File: src/rtl/wst_pkg.sv
package wst_pkg;

  typedef enum logic [1:0] {
    ST_PWR_WAIT = 2'd0,
    ST_RST_HOLD = 2'd1,
    ST_WAKE_DLY = 2'd2,
    ST_CYCLE    = 2'd3
  } wst_state_e;

  localparam int unsigned RST_UNITS    = 5;
  localparam int unsigned WAKE_DLY_UNITS = 20;
  localparam int unsigned PERIOD_UNITS = 40;

endpackage

File: src/rtl/wst_wdi_edge.sv
module wst_wdi_edge #(
  parameter int unsigned STAGES = 2
) (
  input  logic clk,
  input  logic rst_n,
  input  logic wdi_i,
  output logic fall_o
);

  logic [STAGES-1:0] sync_q, sync_d;
  logic              prev_q;

  always_comb begin
    sync_d = {sync_q[STAGES-2:0], wdi_i};
  end

  always_ff @(posedge clk or negedge rst_n) begin
    if (!rst_n) begin
      sync_q <= '1;
      prev_q <= 1'b1;
    end else begin
      sync_q <= sync_d;
      prev_q <= sync_q[STAGES-1];
    end
  end

  assign fall_o = prev_q & ~sync_q[STAGES-1];

  // a detected edge is a single-cycle event
  p_fall_single_r5: assert property (@(posedge clk) disable iff (!rst_n)
    fall_o |=> !fall_o);

endmodule

File: src/rtl/wst_interval.sv
module wst_interval #(
  parameter int unsigned CW = 8
) (
  input  logic          clk,
  input  logic          rst_n,
  input  logic          clr_i,
  input  logic          tick_i,
  input  logic [CW-1:0] limit_i,
  output logic [CW-1:0] cnt_o,
  output logic          done_o
);

  logic [CW-1:0] cnt_q, cnt_d;

  assign done_o = tick_i && (cnt_q == limit_i - CW'(1));

  always_comb begin
    cnt_d = cnt_q;
    if (clr_i || done_o) cnt_d = '0;
    else if (tick_i)     cnt_d = cnt_q + CW'(1);
  end

  always_ff @(posedge clk or negedge rst_n) begin
    if (!rst_n) cnt_q <= '0;
    else        cnt_q <= cnt_d;
  end

  assign cnt_o = cnt_q;

  // counter never passes the interval it is timing
  p_cnt_below_limit_r10: assert property (@(posedge clk) disable iff (!rst_n)
    !clr_i |=> (cnt_q < limit_i) || $changed(limit_i));

  // without a tick the count holds
  p_cnt_holds_r10: assert property (@(posedge clk) disable iff (!rst_n)
    (!tick_i && !clr_i) |=> $stable(cnt_q));

endmodule

File: src/rtl/wdt_wake_seq.sv
module wdt_wake_seq
  import wst_pkg::*;
#(
  parameter int unsigned T_TICKS  = 4,
  parameter int unsigned WDI_SYNC = 2
) (
  input  logic clk,
  input  logic rst_n,
  input  logic tick,
  input  logic wdi,
  input  logic pwr_ok,
  output logic rst_out_n,
  output logic wake
);

  localparam int unsigned RST_TICKS    = RST_UNITS * T_TICKS;
  localparam int unsigned WDLY_TICKS   = WAKE_DLY_UNITS * T_TICKS;
  localparam int unsigned PERIOD_TICKS = PERIOD_UNITS * T_TICKS;
  localparam int unsigned HALF_TICKS   = PERIOD_TICKS / 2;
  localparam int unsigned CW           = $clog2(PERIOD_TICKS + 1);

  wst_state_e    state_q, state_d;
  logic          served_q, served_d;
  logic          fall;
  logic          done;
  logic          clr;
  logic [CW-1:0] cnt;
  logic [CW-1:0] limit;

  wst_wdi_edge #(.STAGES(WDI_SYNC)) u_edge (
    .clk    (clk),
    .rst_n  (rst_n),
    .wdi_i  (wdi),
    .fall_o (fall)
  );

  always_comb begin
    case (state_q)
      ST_RST_HOLD: limit = CW'(RST_TICKS);
      ST_WAKE_DLY: limit = CW'(WDLY_TICKS);
      default:     limit = CW'(PERIOD_TICKS);
    endcase
  end

  assign clr = (state_d != state_q);

  wst_interval #(.CW(CW)) u_timer (
    .clk     (clk),
    .rst_n   (rst_n),
    .clr_i   (clr),
    .tick_i  (tick),
    .limit_i (limit),
    .cnt_o   (cnt),
    .done_o  (done)
  );

  always_comb begin
    state_d  = state_q;
    served_d = served_q;
    if (!pwr_ok) begin
      state_d  = ST_PWR_WAIT;
      served_d = 1'b0;
    end else begin
      case (state_q)
        ST_PWR_WAIT: state_d = ST_RST_HOLD;
        ST_RST_HOLD: if (done) state_d = ST_WAKE_DLY;
        ST_WAKE_DLY: if (done) begin
          state_d  = ST_CYCLE;
          served_d = 1'b0;
        end
        ST_CYCLE: begin
          if (fall) served_d = 1'b1;
          if (done) begin
            served_d = 1'b0;
            if (!(served_q || fall)) state_d = ST_RST_HOLD;
          end
        end
        default: state_d = ST_PWR_WAIT;
      endcase
    end
  end

  always_ff @(posedge clk or negedge rst_n) begin
    if (!rst_n) begin
      state_q  <= ST_PWR_WAIT;
      served_q <= 1'b0;
    end else begin
      state_q  <= state_d;
      served_q <= served_d;
    end
  end

  assign rst_out_n = (state_q == ST_WAKE_DLY) || (state_q == ST_CYCLE);
  assign wake      = (state_q == ST_CYCLE) && !served_q && (cnt < CW'(HALF_TICKS));

  p_wake_quiet_in_reset_r8: assert property (@(posedge clk) disable iff (!rst_n)
    !rst_out_n |-> !wake);

  p_pwr_loss_r9: assert property (@(posedge clk) disable iff (!rst_n)
    !pwr_ok |=> !rst_out_n);

  p_release_gated_r2: assert property (@(posedge clk) disable iff (!rst_n)
    $rose(rst_out_n) |-> $past(pwr_ok));

  p_edge_drops_wake_r5: assert property (@(posedge clk) disable iff (!rst_n)
    (state_q == ST_CYCLE && fall && !done && pwr_ok) |=> !wake);

  p_missed_cycle_r7: assert property (@(posedge clk) disable iff (!rst_n)
    (state_q == ST_CYCLE && done && !served_q && !fall && pwr_ok) |=> !rst_out_n);

endmodule

File: config.mk
export PLATFORM = sky130hd
export DESIGN_NAME = wdt_wake_seq
export DESIGN_NICKNAME = d
export VERILOG_FILES = /design/src/rtl/wst_pkg.sv /design/src/rtl/wst_wdi_edge.sv /design/src/rtl/wst_interval.sv /design/src/rtl/wdt_wake_seq.sv
export SDC_FILE = /design/constraint.sdc
export NUM_CORES = 1
export LEC_CHECK = 0
export BUFFER_PORTS_ARGS = -buffer_cell sky130_fd_sc_hd__buf_4
export CAP_MARGIN = 10
export CORE_MARGIN = 8
export CORE_UTILIZATION = 30
export CTS_CLUSTER_SIZE = 16
export DETAILED_ROUTE_END_ITERATION = 16
export GPL_TIMING_DRIVEN = 0
export PLACE_DENSITY_LB_ADDON = 0.05
export SLEW_MARGIN = 20
export SYNTH_ARGS = -nofsm -noshare
export SYNTH_HDL_FRONTEND = slang
export SYNTH_HIERARCHICAL = 1
export SYNTH_SLANG_ARGS = --single-unit
File: constraint.sdc
create_clock -name clk -period 4.1 [get_ports clk]
set_input_delay 1.23 -clock clk [delete_from_list [all_inputs] [get_ports clk]]
set_output_delay 1.23 -clock clk [all_outputs]
set_load 0.02 [all_outputs]
==> metrics.txt <==
EDFF count, synth 0; R2R Path Start state_q[1]$_DFF_PN0_; top_reg_cell synth dfrtp_1; GRT overflow 0; DRT iter0 DRCs 30; Final setup viols 0; CP Class flop to flop; Core ar. between 3000 and 4000 um^2; hold path startpoint u_edge/sync_q[0]$_DFF_PN1_; crit path cell chain inv_1, ha_1, inv_1, nor4_2, nand2_1, o31a_1, nand2_1, and2_1, inv_2, o311ai_2, nand3_1, o211ai_1, buf_1, a211oi_1; vias in the first global route about 820; Cells after Synth between 100 and 150; total die area 5775 um^2; Setup WS pre-CTS 0.4072 ns; Clock Latency Late Sink 0.28 ns; critical path buffer and inverter count 4; Tot Pwr 0.3427 mW; post-synthesis register bit count 14; Tcrit/Tclk final 85.11%; placed insts roughly 180; fin area 1256 um^2; GRT Total Usage 7.865%; maxcap violations 0; RSZ-0062 raised after global routing false; Reg2Reg Setup Slack 0.61 ns; Yosys cell types 41; nets 147; total wire length 2132 um; dpl cell area 1220 um^2; CP top delay family simple AND/OR/NAND/NOR gates; drt pass-1 iters 4; CTS root buffer clkbuf_4; Pleak 0.5033 nW; largest net degree at the start of global routing 15; final setup TNS 0 ns; Longest Clk Path Bufs 2; area grow syn2layout 16.34%; CTS tree done; Yosys Warn Count 6; status completed; fin cells 181; Die Y-Extent 76.00 um; synth cell count leaders 11 x dfrtp_1, 11 x xnor2_1, 9 x a211oi_1, 7 x nand2_1, 7 x xor2_1; CP required 4.24 ns; antenna fix cells 0; drc violations 0; Die Span X around 76 um; H-tree Lvls 1; type of origin of the critical path flop; CTS sink count 14; post-synth top area share 25.49%; Starting Density 31.86%; CTS Buf Count 3; I/O pin count 7; hold_buf cts 0; ys async rst share 100.0%; Mapped Area 1080 um^2; initial antenna violation count 0; DR vias 838; Slew @ Worst Pin 0.5857 ns; Post-DRT Antenna Nets 0; final hold slack 0.3596 ns; fmax 0.2866 GHz; pwr/cell area 272.8 nW/um^2; PortBufs 5; arrival time at the worst endpoint 3.62 ns; Rows 21; Slew HR 60.66%; layout cell share with drive strength beyond 1 17.04%; Setup Buffers After CTS 0; clock slew at reported path FFs ~0.090 ns; sequential fraction of the synthesis area 32.79%; area leader, netlist dfrtp_1; hold path depth 0; crit end category flop; R2R cell count 14; max-slew violations 0; Wirelength per Cell 11.78 um; Finished Core Util about 37%; gpl congestion 0.7068; Peak supply drop 0.1809 mV; Area contributors post-synth dfrtp_1 25%, xnor2_1 8.9%, dfstp_2 7.3%; Critical-path top delay cell dfrtp_1; Worst Path Max Fanout 9; post-DP HPWL 1670 um; Hold Crit Class flop to flop; syn avg cell area 9.472 um^2; Max stage delay on crit path around 0.43 ns; first-pass GRT wire length 3795 um; post-CTS sizing 0; final setup skew 0.004112 ns; vias per cell between 4 and 5; FF-to-FF End u_timer/cnt_o[2]$_DFFE_PN0P_; fin crit period 3.490 ns; Final Hold Fails 0; Hold Path End u_edge/sync_q[1]$_DFF_PN1_; final worst slack 0.6104 ns
## sequential cells by signal, summed over array words and instances, names as in the netlist
name	count
state_q	2
u_edge/sync_q	2
served_q	1
u_timer/cnt_o	8
u_edge/prev_q	1
## how the worst max path moves through the flow
stage / startpoint / end / slack (ns) / depth (start not counted)
2_1_floorplan: tick / u_timer/cnt_o[0]$_DFFE_PN0P_ / 0.96 / 10
3_3_place_gp: tick / u_timer/cnt_o[3]$_DFFE_PN0P_ / 0.40 / 10
3_5_place_dp: tick / u_timer/cnt_o[2]$_DFFE_PN0P_ / 0.41 / 10
4_1_cts: state_q[1]$_DFF_PN0_ / u_timer/cnt_o[2]$_DFFE_PN0P_ / 0.58 / 14
5_1_grt: state_q[1]$_DFF_PN0_ / u_timer/cnt_o[0]$_DFFE_PN0P_ / 0.31 / 14
6_report: state_q[1]$_DFF_PN0_ / u_timer/cnt_o[2]$_DFFE_PN0P_ / 0.61 / 14
## final cells by class
cell class              count  area, um^2
fillers                   350        2133
multi-input cells         102       733.2
flip-flops and latches     14       354.1
well taps                  46       57.56
repair buffers              5       37.54
clock buffers               4       36.28
inverters                   6       22.52
plain buffers               4       15.01
## cell usage in the layout, fill, tap and decap left out, types with 4 or more instances in the layout
cell	instances
conb_1	13
dfrtp_1	11
xnor2_1	11
a211oi_1	9
nand2_1	7
xor2_1	7
a21oi_1	6
ha_1	6
inv_1	5
nor2_1	5
buf_4	5
nand4_1	4
## report_power, final
| group | total [mW] | switching [mW] | leakage (nW) | internal, mW |
|---|---|---|---|---|
| logic | 0.0799 | 0.0439 | 0.302 | 0.0360 |
| registers | 0.165 | 0.0142 | 0.181 | 0.150 |
| clock network | 0.0983 | 0.0444 | 0.0210 | 0.0540 |
| total | 0.343 | 0.103 | 0.503 | 0.240 |
## cells by family after synthesis
| family | count (synthesis) | share of synthesized area [%] |
|---|---|---|
| AO/OA/AOI/OAI | 28 | 18.31 |
| other | 1 | 0.3473 |
| flip-flops | 14 | 32.79 |
| XOR/XNOR | 18 | 14.60 |
| adder cells (fa/ha/maj) | 6 | 6.952 |
| buffers and inverters | 10 | 3.476 |
| AND/OR/NAND/NOR | 36 | 22.60 |
| multiplexers | 1 | 0.9270 |
## worst reg2reg max path, delay by kind of cell, from the launching register on
kind | cells | cell delay [ns]
AOI/OAI and AO/OA | 4 | 0.74
adders and majority gates | 1 | 0.41
buffers and inverters | 4 | 0.67
DFF | 1 | 0.43
and+or+nand+nor | 5 | 1.10
## per-layer routing
layer | routed length, um | track usage, %
met1 | 1112 | 10.42
met3 | 31 | 1.061
met2 | 970 | 12.00
met4 | 18 | 4.118
met5 | 0 | 0
(Power assumes the default switching activity.)
